<file path="src/rtl/opnd_addr_gen.sv">
module opnd_addr_gen #(
  parameter int BANK_W    = 4,
  parameter int OFS_W     = 8,
  parameter int ACC_SPLIT = 96,
  parameter int A_BIT     = 8,
  parameter int INSTR_W   = 16
) (
  input  logic                      clk,
  input  logic                      rst,
  input  logic                      bank_we,
  input  logic [BANK_W-1:0]         bank_din,
  input  logic                      ptr_hi_we,
  input  logic [BANK_W-1:0]         ptr_hi_din,
  input  logic                      ptr_lo_we,
  input  logic [OFS_W-1:0]          ptr_lo_din,
  input  logic                      ext_en,
  input  logic                      req,
  input  logic [INSTR_W-1:0]        instr,
  output logic [BANK_W+OFS_W-1:0]   addr,
  output logic [1:0]                mode,
  output logic                      valid
);
  localparam int ADDR_W = BANK_W + OFS_W;
  localparam logic [BANK_W-1:0] TOP_BANK = '1;
  localparam logic [BANK_W-1:0] LOW_BANK = '0;
  localparam logic [1:0] M_BANK = 2'd0;
  localparam logic [1:0] M_ACC  = 2'd1;
  localparam logic [1:0] M_IDX  = 2'd2;

  logic [BANK_W-1:0] bank_q;
  logic [ADDR_W-1:0] ptr_q;
  logic [ADDR_W-1:0] addr_d;
  logic [1:0]        mode_d;

  wire              acc_n = instr[A_BIT];
  wire [OFS_W-1:0]  f     = instr[OFS_W-1:0];
  wire              low   = int'(f) < ACC_SPLIT;
  wire [ADDR_W-1:0] idx   = ptr_q + {{BANK_W{1'b0}}, f};

  always_comb begin
    if (acc_n) begin
      addr_d = {bank_q, f};
      mode_d = M_BANK;
    end else if (ext_en && low) begin
      addr_d = idx;
      mode_d = M_IDX;
    end else begin
      addr_d = {low ? LOW_BANK : TOP_BANK, f};
      mode_d = M_ACC;
    end
  end

  always_ff @(posedge clk) begin
    if (rst) begin
      bank_q <= '0;
      ptr_q  <= '0;
      valid  <= 1'b0;
      addr   <= '0;
      mode   <= M_BANK;
    end else begin
      if (bank_we)   bank_q               <= bank_din;
      if (ptr_hi_we) ptr_q[ADDR_W-1:OFS_W] <= ptr_hi_din;
      if (ptr_lo_we) ptr_q[OFS_W-1:0]     <= ptr_lo_din;
      valid <= req;
      if (req) begin
        addr <= addr_d;
        mode <= mode_d;
      end
    end
  end
endmodule


</file>
<file path="config.mk">
export PLATFORM = sky130hd
export DESIGN_NAME = opnd_addr_gen
export DESIGN_NICKNAME = d
export VERILOG_FILES = /design/src/rtl/opnd_addr_gen.sv
export SDC_FILE = /design/constraint.sdc
export NUM_CORES = 1
export LEC_CHECK = 0
export ABC_AREA = 0
export BUFFER_PORTS_ARGS = -buffer_cell sky130_fd_sc_hd__buf_2
export CAP_MARGIN = 10
export CORE_ASPECT_RATIO = 0.75
export CORE_UTILIZATION = 43
export CTS_BUF_LIST = sky130_fd_sc_hd__clkbuf_8
export DETAILED_ROUTE_END_ITERATION = 10
export GPL_ROUTABILITY_DRIVEN = 0
export GPL_TIMING_DRIVEN = 0
export PLACE_DENSITY_LB_ADDON = 0.25
export SLEW_MARGIN = 5
export SYNTH_ARGS = -nofsm -noshare
export SYNTH_HDL_FRONTEND = slang
export SYNTH_SLANG_ARGS = --single-unit
</file>
<file path="constraint.sdc">
create_clock -name clk -period 2.4 [get_ports clk]
set_input_delay 0.36 -clock clk [delete_from_list [all_inputs] [get_ports clk]]
set_output_delay 0.36 -clock clk [all_outputs]
set_load 0.005 [all_outputs]
</file>
==> flow_metrics.env, run 1 <==
export IMPL_yosys_warnings=0
export IMPL_timing_fmax_ghz=0.444
export IMPL_drt_vias_per_instance=5.27
export IMPL_grt_pass1_vias=1374
export IMPL_p_leak_uw=0.000992
export IMPL_setup_violations=0
export IMPL_status="completed"
export IMPL_layout_min_cycle_time_ns=2.25
export IMPL_synth_area_leader_cell="dfxtp_1"
export IMPL_drc=0
export IMPL_core_sq_um=3760
export IMPL_end_kind="flip-flop"
export IMPL_finClkSkew_ns=0.00419
export IMPL_boundaryPins=54
export IMPL_crit_fanout=3
export IMPL_drt_wirelength_per_cell_microns=13.3
export IMPL_synth_cell_types=46
export IMPL_hold_class="in2reg"
export IMPL_pwr_density_cell_nw_per_um2=564
export IMPL_cts_hold_buf=0
export IMPL_cts_tree="built"
export IMPL_cts_max_path_buffers=2
export IMPL_ant_nets=0
export IMPL_hpwl_mm=3.18
export IMPL_crit_type="reg2reg"
export IMPL_vdd_ir_drop_max_uv=396
export IMPL_numCtsBuffers=5
export IMPL_syn_num_nets=250
export IMPL_numClockSinks=31
export IMPL_cap_violations=0
export IMPL_grt_overflow=0
export IMPL_rsz0062_at_grt="false"
export IMPL_path_clk_slew_ns=0.06
export IMPL_yosysTopAreaCellShare=0.360
export IMPL_critPathRequiredTime_ns=2.56
export IMPL_netlist_area_sq_um=1720
export IMPL_vias=1618
export IMPL_grtUsageTotal=0.213
export IMPL_dr_pass1_iters=4
export IMPL_htree_levels=2
export IMPL_clockRootBuffer="clkbuf_8"
export IMPL_antenna_found_initial=0
export IMPL_syn_avg_cell_area_sq_um=8.54
export IMPL_syn_to_final_growth_pct=23.1
export IMPL_die_height_microns=56.8
export IMPL_layout_setup_ws_ns=0.150
export IMPL_setup_tns_ns=0
export IMPL_layout_nets=302
export IMPL_io_buffers=42
export IMPL_synth_seq_area_share=0.360
export IMPL_period_share=0.938
export IMPL_utilization=0.565
export IMPL_rows=19
export IMPL_p_total_uw=1200
export IMPL_grt_pass1_wl_mm=6.63
export IMPL_drive_gt1_frac=0.255
export IMPL_die_w_microns=75.1
export IMPL_slew_violations=0
export IMPL_drt_first_iter_violations=86
export IMPL_clk_latency_ns=0.28
export IMPL_synth_seq_cells=31
export IMPL_synth_area_leaders="dfxtp_1 36%, mux2i_1 9.9%, nor2_1 7.8%"
export IMPL_die_area_sq_um=4270
export IMPL_hold_viol_final=0
export IMPL_syn_inst=202
export IMPL_drt_total_wl_mm=4.08
export IMPL_tightest_slew_ns=0.548
export IMPL_holdWs_ns=0.310
export IMPL_startpoint_type="flip-flop"
export IMPL_arrival_ns=2.41
export IMPL_initial_core_util=0.459
export IMPL_grt_max_degree=11
export IMPL_pre_cts_ws_ns=-0.0433
export IMPL_n_fill_cell=376
export IMPL_slew_headroom=0.634
export IMPL_n_antenna_cell=0
-- worst max-delay path, cell delays in order (launching register included) --
cell and delay (ns):
dfxtp_1 0.36, ha_2 0.21, inv_1 0.05, fa_1 0.38, nand2b_4 0.17, a211oi_2 0.28, a31oi_2 0.15, and3_1 0.19
or3_1 0.34
-- sequential cells by signal (all words and copies together), names as in the netlist --
| name | flops |
|---|---|
| mode | 2 |
| ptr_q | 12 |
| valid | 1 |
| bank_q | 4 |
| addr | 12 |
-- timing repair --
item | 4_1_cts | 5_1_grt
hold endpoints to repair | 0 | 0
gates resized for setup | 0 | 3
buffers inserted | 0 | 3
setup endpoints to repair | 0 | 1
-- routing by layer --
metal,global-route usage,routed length [microns],vias to the layer above
met3,0.0485,334,5
li1,-,-,836
met5,0,0,-
met1,0.328,2130,720
met4,0.0809,43,0
met2,0.278,1580,57
-- power breakdown --
group          leakage, uW  internal, uW  switching [uW]
Combinational     0.000691           113             132
Clock            0.0000453           198             185
Sequential        0.000256           548            21.3
-- cell usage after synthesis (all sizes together) --
| cell type | instances |
|---|---|
| o2111ai | 1 |
| nor3 | 4 |
| o221a | 1 |
| clkbuf | 6 |
| a21o | 1 |
| or2b | 2 |
| or4 | 1 |
| nor4b | 1 |
| nand4b | 1 |
| or3 | 1 |
| and3 | 2 |
| and2 | 1 |
| nand3 | 2 |
| nor2 | 36 |
| a21oi | 15 |
| mux2i | 17 |
| nand2b | 2 |
| xor2 | 1 |
| a211oi | 6 |
| a31oi | 2 |
| o21ai | 10 |
| or2 | 1 |
| o211ai | 1 |
| fa | 1 |
| dfxtp | 31 |
| buf | 4 |
| mux2 | 2 |
| a22oi | 1 |
| ha | 8 |
| nand3b | 2 |
| a2bb2oi | 2 |
| o211a | 1 |
| nand4 | 3 |
| o221ai | 1 |
| xnor2 | 2 |
| nor2b | 1 |
| inv | 6 |
| a311oi | 3 |
| a221oi | 3 |
| nand2 | 16 |
-- cells in the final DEF (no fill, tap or decap), types with 2 or more instances in the layout --
cell / count
buf_2: 42
nor2_1: 36
dfxtp_1: 31
mux2i_1: 17
nand2_1: 15
a21oi_1: 15
o21ai_0: 10
inv_1: 7
ha_1: 7
clkbuf_8: 6
clkbuf_1: 4
buf_4: 4
nor3_1: 4
a211oi_1: 4
buf_1: 3
a221oi_1: 3
nand4_1: 3
a311oi_1: 3
or2b_1: 2
and3_1: 2
a2bb2oi_1: 2
nand3_1: 2
xnor2_1: 2
mux2_2: 2
nand3b_1: 2
-- per-stage QoR --
| step | std cells | instance area (sq um) |
|---|---|---|
| 4_1_cts | 304 | 2080 |
| 6_report | 307 | 2120 |
| 3_3_place_gp | 296 | 2000 |
| 2_1_floorplan | 202 | 1720 |
| 3_5_place_dp | 296 | 2000 |
| 5_1_grt | 307 | 2120 |
-- kinds of logic after synthesis --
group / Yosys count / share of synthesized area
buffers and inverters: 16 / 0.0435
flip-flops: 31 / 0.360
AND/OR/NAND/NOR: 76 / 0.208
AO/OA/AOI/OAI: 48 / 0.192
adder cells (fa/ha/maj): 9 / 0.0697
multiplexers: 19 / 0.112
XOR/XNOR: 3 / 0.0152
-- area by class of cell --
type	instances	area [sq um]	share of cell area
sequential	31	621	0.292
buffer	10	52.6	0.0247
multi-input combinational	155	1040	0.492
tap	52	65.1	0.0306
inverter	6	22.5	0.0106
timing repair buffer	45	233	0.110
clock buffer	5	68.8	0.0324
clock inverter	3	16.3	0.00766
-- worst paths after layout --
| kind | from | to | slack [ns] | cells after the start |
|---|---|---|---|---|
| max | ptr_q[0] | addr[10] | 0.15 | 8 |
| min | bank_din[3] | bank_q[3] | 0.31 | 3 |
| max reg2reg | ptr_q[0] | addr[10] | 0.15 | 8 |
| min reg2reg | addr[3] | addr[3] | 0.48 | 2 |
No activity file was read; power rests on OpenSTA's default activity.
==> run 2: changes to the inputs <==
Settings changed: ABC_AREA 0 to 1.
==> run 2 against run 1 <==
Net effect:
- worst hold slack lost 0.010 ns
- largest power group unchanged
- largest cell class unchanged
- first-iteration DRC count up 33%
- clock skew grew 0.0019 ns
- highest routed layer unchanged
- clock power rose by 37%
==> flow_metrics.env, run 2 <==
export IMPL_path_clk_slew_ns=0.07
export IMPL_netlist_area_sq_um=1710
export IMPL_layout_commonest_cell="nand2_1"
export IMPL_n_antenna_cell=0
export IMPL_syn_inst=250
export IMPL_finClkSkew_ns=0.00611
export IMPL_syn_num_nets=298
export IMPL_seq_area_sq_um=621
export IMPL_grt_overflow=0
export IMPL_async_flop_share=0
export IMPL_rsz0062_at_grt="false"
export IMPL_numCtsBuffers=5
export IMPL_synth_area_leaders="dfxtp_1 36%, nand2_1 11%, nor2_1 9.6%"
export IMPL_p_leak_uw=0.00106
export IMPL_die_w_microns=74.9
export IMPL_r2r_slack_ns=0.54
export IMPL_comb_power_share=0.182
export IMPL_yosysTopAreaCellShare=0.362
export IMPL_dp_cells=348
export IMPL_hold_viol_final=0
export IMPL_clkPwrFrac=0.391
export IMPL_seqPwrFrac=0.427
export IMPL_layout_nets=351
export IMPL_holdWs_ns=0.299
export IMPL_synth_main_ff_cell="dfxtp_1"
export IMPL_worstSetupEndpoint="addr[8]"
export IMPL_drt_vias_per_instance=4.84
export IMPL_setup_tns_ns=0
export IMPL_vdd_ir_drop_max_uv=379
export IMPL_drt_wirelength_per_cell_microns=11.4
export IMPL_dpl_cell_area_sq_um=2010
export IMPL_end_kind="flip-flop"
export IMPL_cts_tree="built"
export IMPL_setup_violations=0
export IMPL_drt_total_wl_mm=4.06
export IMPL_hold_class="in2reg"
export IMPL_grt_pass1_wl_mm=6.75
export IMPL_htree_levels=2
export IMPL_boundaryPins=54
export IMPL_final_cell_mix="52 x nand2_1, 46 x buf_2, 44 x nor2_1, 31 x dfxtp_1, 23 x inv_1"
export IMPL_io_buffers=46
export IMPL_grt_pass1_vias=1529
export IMPL_whs_path_depth=3
export IMPL_synth_cell_types=27
export IMPL_arrival_ns=2.07
export IMPL_synth_area_leader_cell="dfxtp_1"
export IMPL_die_height_microns=56.7
export IMPL_status="completed"
export IMPL_timing_fmax_ghz=0.537
export IMPL_drive_gt1_frac=0.220
export IMPL_period_share=0.776
export IMPL_drc=0
export IMPL_synth_common_cells="52 x nand2_1, 44 x nor2_1, 31 x dfxtp_1"
export IMPL_core_sq_um=3730
export IMPL_rows=19
export IMPL_dr_pass1_iters=4
export IMPL_p_sw_uw=351
export IMPL_synth_seq_cells=31
export IMPL_cts_resized_gates=0
export IMPL_power_switching_share=0.262
export IMPL_slew_headroom=0.679
export IMPL_grtUsageTotal=0.212
export IMPL_yosys_warnings=0
export IMPL_synth_seq_area_share=0.362
export IMPL_cts_hold_buf=0
export IMPL_hpwl_mm=3.20
export IMPL_vias=1722
export IMPL_reg2regPathDepth=9
export IMPL_drt_first_iter_violations=114
export IMPL_numClockSinks=31
export IMPL_timing_rr_start="ptr_q[0]"
export IMPL_slew_violations=0
export IMPL_crit_fanout=3
export IMPL_grt_max_degree=11
export IMPL_ant_nets=0
export IMPL_clk_latency_ns=0.28
export IMPL_n_fill_cell=381
export IMPL_yosysMostFrequentCell="nand2_1"
export IMPL_cts_max_path_buffers=2
export IMPL_pwr_density_cell_nw_per_um2=629
export IMPL_antenna_found_initial=0
export IMPL_initial_core_util=0.459
export IMPL_critPathRequiredTime_ns=2.61
export IMPL_cap_violations=0
export IMPL_die_area_sq_um=4240
export IMPL_synth_enable_flop_cells=0
export IMPL_timing_rr_end="addr[8]"
export IMPL_finalNonFillerCells=356
export IMPL_crit_type="reg2reg"
export IMPL_syn_avg_cell_area_sq_um=6.85
export IMPL_multiInputGateArea_sq_um=968
export IMPL_tightest_slew_ns=0.481
export IMPL_layout_min_cycle_time_ns=1.86
export IMPL_reg_top3="addr (12), ptr_q (12), bank_q (4)"
export IMPL_startpoint_type="flip-flop"
export IMPL_power_internal_uw=986
export IMPL_hold_path_startpoint="ptr_lo_din[2]"
export IMPL_syn_to_final_growth_pct=24.1
export IMPL_fin_area_sq_um=2130
export IMPL_clockRootBuffer="clkbuf_8"
export IMPL_cts_setup_buffers=0
export IMPL_crit_start="ptr_q[0]"
run 2: per-layer routing:
metal  global-route usage  wire length (microns)  up-vias
li1                     -                      -      923
met1                0.318                   2120      740
met2                0.296                   1640       57
met3               0.0592                    284        2
met4               0.0458                     23        0
met5                    0                      0        -
run 2: layout make-up:
cell class | count | share of cell area
Multi-Input combinational cell | 187 | 0.456
Sequential cell | 31 | 0.292
Timing Repair Buffer | 46 | 0.108
Inverter | 26 | 0.0459
Clock buffer | 6 | 0.0388
Tap cell | 52 | 0.0306
Clock inverter | 2 | 0.0165
Buffer | 6 | 0.0124
run 2: critical path, cell delays in order (launching register included):
cell and delay (ns):
dfxtp_1 0.33, ha_1 0.23, inv_1 0.07, fa_1 0.45, o21bai_2 0.21, nand2_1 0.07, nand2_1 0.07, xor2_1 0.18
nand2_1 0.07, a21oi_1 0.11
run 2: cells by family after synthesis:
group           after synthesis  synth area share
compound gates               52             0.171
fa+ha+maj                     9            0.0701
buf+inv                      32            0.0723
xor+xnor                      4            0.0205
flops                        31             0.362
simple gates                122             0.304
run 2: how the worst min path moves through the flow:
stage          slack, ns   endpoint
5_1_grt             0.30   ptr_q[3]
3_3_place_gp        0.45   addr[10]
6_report            0.30   ptr_q[2]
4_1_cts             0.30   ptr_q[3]
3_5_place_dp        0.45   addr[10]
2_1_floorplan       0.45  ptr_q[11]
run 2: through the flow:
stage                      util  setup WS, ns  power [uW]
after floorplan               -         0.737         738
after global placement    0.538         0.423         822
after detailed placement  0.538         0.429         824
after CTS                 0.570         0.544        1350
after global routing      0.570         0.388        1410
final                     0.570         0.538        1340
run 2: power by group through the flow:
stage	Sequential, uW	Combinational, uW	Clock [uW]
3_3_place_gp	581	240	0
4_1_cts	570	245	532
2_1_floorplan	579	160	0
3_5_place_dp	581	243	0
5_1_grt	574	281	553
6_report	570	244	523
==> run 3: changes to the inputs <==
Settings changed: ABC_AREA 1 to 0.
Clock period 2.4 ns to 1.6 ns, I/O delays scaled along.
==> run 3 against run 2 <==
Net effect:
- the flow now finishes with violations (negative setup slack)
- clock skew up 0.0014 ns
- final area up 7.8%
- via count down 4.4%
- power up 61%
- non-clock buffer count up 6
- critical path type unchanged
- critical endpoint is now addr[10]
- largest power group is now the clock network
- highest routed layer unchanged
==> flow_metrics.env, run 3 (same netlist as run 1, synthesis figures left out) <==
export IMPL_tightest_slew_ns=0.554
export IMPL_violations="negative setup slack"
export IMPL_drive_gt1_frac=0.318
export IMPL_numClockSinks=31
export IMPL_finClkSkew_ns=0.00752
export IMPL_reg2regPathDepth=8
export IMPL_rsz0062_at_grt="true"
export IMPL_crit_type="reg2reg"
export IMPL_cts_max_path_buffers=2
export IMPL_crit_fanout=3
export IMPL_clkPwrFrac=0.413
export IMPL_status="finished, violations left"
export IMPL_boundaryPins=54
export IMPL_crit_family="simple AND/OR/NAND/NOR gates"
export IMPL_pwr_density_cell_nw_per_um2=941
export IMPL_period_share=1.27
export IMPL_antenna_found_initial=0
export IMPL_reg_top3="addr (12), ptr_q (12), bank_q (4)"
export IMPL_grt_overflow=0
export IMPL_drt_first_iter_violations=97
export IMPL_end_kind="flip-flop"
export IMPL_dr_pass1_iters=4
export IMPL_p_leak_uw=0.00104
export IMPL_core_sq_um=3760
export IMPL_grtUsageTotal=0.216
export IMPL_startpoint_type="flip-flop"
export IMPL_drt_wirelength_per_cell_microns=13.5
export IMPL_drc=0
export IMPL_slew_headroom=0.631
export IMPL_setup_tns_ns=-1.68
export IMPL_holdWs_ns=0.192
export IMPL_power_switching_share=0.244
export IMPL_grt_max_degree=11
export IMPL_n_antenna_cell=0
export IMPL_layout_min_cycle_time_ns=2.03
export IMPL_hold_viol_final=0
export IMPL_die_height_microns=56.8
export IMPL_n_fill_cell=353
export IMPL_critPathMaxStageDelay_ns=0.37
export IMPL_clk_latency_ns=0.28
export IMPL_layout_commonest_cell="buf_2"
export IMPL_timing_fmax_ghz=0.492
export IMPL_path_clk_slew_ns=0.07
export IMPL_die_w_microns=75.1
export IMPL_timing_rr_end="addr[10]"
export IMPL_r2r_slack_ns=-0.43
export IMPL_worstHoldEndpoint="ptr_q[1]"
export IMPL_path_cells="ha_4 > inv_2 > fa_2 > nand2b_4 > a211oi_4 > a31oi_4 > and3_1 > or3_1"
export IMPL_grt_pass1_vias=1430
export IMPL_vdd_ir_drop_max_uv=552
export IMPL_hold_class="in2reg"
export IMPL_crit_path_top_delay_cell="dfxtp_4"
export IMPL_slew_violations=0
export IMPL_rows=19
export IMPL_layout_setup_ws_ns=-0.434
export IMPL_multiInputGateArea_sq_um=1130
export IMPL_pre_cts_ws_ns=-0.556
export IMPL_critPathRequiredTime_ns=1.76
export IMPL_cap_violations=0
export IMPL_seqPwrFrac=0.396
export IMPL_drt_total_wl_mm=4.20
export IMPL_hold_path_startpoint="ptr_lo_din[1]"
export IMPL_syn_to_final_growth_pct=32.9
export IMPL_worst_path_buf_inv=1
export IMPL_timing_rr_start="ptr_q[0]"
export IMPL_clockRootBuffer="clkbuf_8"
export IMPL_arrival_ns=2.19
export IMPL_seq_area_sq_um=626
export IMPL_layout_nets=305
export IMPL_comb_power_share=0.190
export IMPL_die_area_sq_um=4270
export IMPL_io_buffers=42
export IMPL_hpwl_mm=3.15
export IMPL_power_internal_uw=1630
export IMPL_p_sw_uw=527
export IMPL_setup_violations=8
export IMPL_numCtsBuffers=5
export IMPL_htree_levels=2
export IMPL_cts_tree="built"
export IMPL_cts_hold_buf=0
export IMPL_drt_vias_per_instance=5.31
export IMPL_final_cell_mix="42 x buf_2, 36 x nor2_1, 29 x dfxtp_1, 17 x mux2i_1, 15 x nand2_1"
export IMPL_vias=1646
export IMPL_initial_core_util=0.459
export IMPL_ant_nets=0
export IMPL_whs_path_depth=3
export IMPL_grt_pass1_wl_mm=6.81
[run 3: cell types whose count changed in the layout (fill, tap and decap cells not counted), moves of 5 or more]
cell and change:
nand2_1 -37, buf_4 +5, nor2_1 -8, mux2i_1 +17, inv_1 -17, a21oi_1 -9
nand3_1 -12, o21ai_0 -15
[run 3: worst max path at each step]
stage	from	to	slack [ns]	cells past startpoint
4_1_cts	ptr_q[0]	addr[10]	-0.43	8
3_3_place_gp	ptr_q[0]	addr[10]	-0.55	8
2_1_floorplan	ptr_q[0]	addr[10]	-0.38	8
6_report	ptr_q[0]	addr[10]	-0.43	8
5_1_grt	ptr_q[0]	addr[10]	-0.49	8
3_5_place_dp	ptr_q[0]	addr[10]	-0.56	8
[run 3: per-layer routing]
layer | share of wire | global-route usage | up-vias
met3 | 0.11 | 0.0682 | 9
met4 | 0.012 | 0.0674 | 0
met2 | 0.38 | 0.281 | 66
met5 | 0 | 0 | -
li1 | - | - | 837
met1 | 0.49 | 0.329 | 734
[run 3: through the flow]
stage               instance area [sq um]  total power [uW]  cells  utilization
floorplan                            1750              1100    202            -
detailed placement                   2020              1230    296        0.539
CTS                                  2260              2160    310        0.602
finish                               2290              2160    310        0.610
global placement                     2020              1220    296        0.539
global route                         2290              2260    310        0.610
[run 3: power by group through the flow]
stage                     combinational (uW)  clock [uW]  sequential [uW]
after global routing                     456         941              861
after global placement                   352           0              870
after detailed placement                 357           0              871
after floorplan                          233           0              866
final                                    411         891              855
after CTS                                396         914              853
[run 3: worst reg2reg max path: stages, from the launching register on]
cell	delay [ns]
dfxtp_4	0.37
ha_4	0.13
inv_2	0.03
fa_2	0.33
nand2b_4	0.16
a211oi_4	0.26
a31oi_4	0.12
and3_1	0.19
or3_1	0.31
[run 3: what timing repair did]
item	in CTS	in global routing
endpoints found under the hold margin	0	0
pin swaps	11	7
gates resized for setup	13	9
setup buffers	6	1
endpoints found under the setup margin	9	10
[run 3: final cells by class]
| type | instances | share of cell area |
|---|---|---|
| Buffer | 10 | 0.0229 |
| Clock buffer | 5 | 0.0300 |
| Clock inverter | 3 | 0.0278 |
| Inverter | 6 | 0.00983 |
| Multi-Input combinational cell | 155 | 0.495 |
| Sequential cell | 31 | 0.273 |
| Tap cell | 52 | 0.0284 |
| Timing Repair Buffer | 48 | 0.113 |
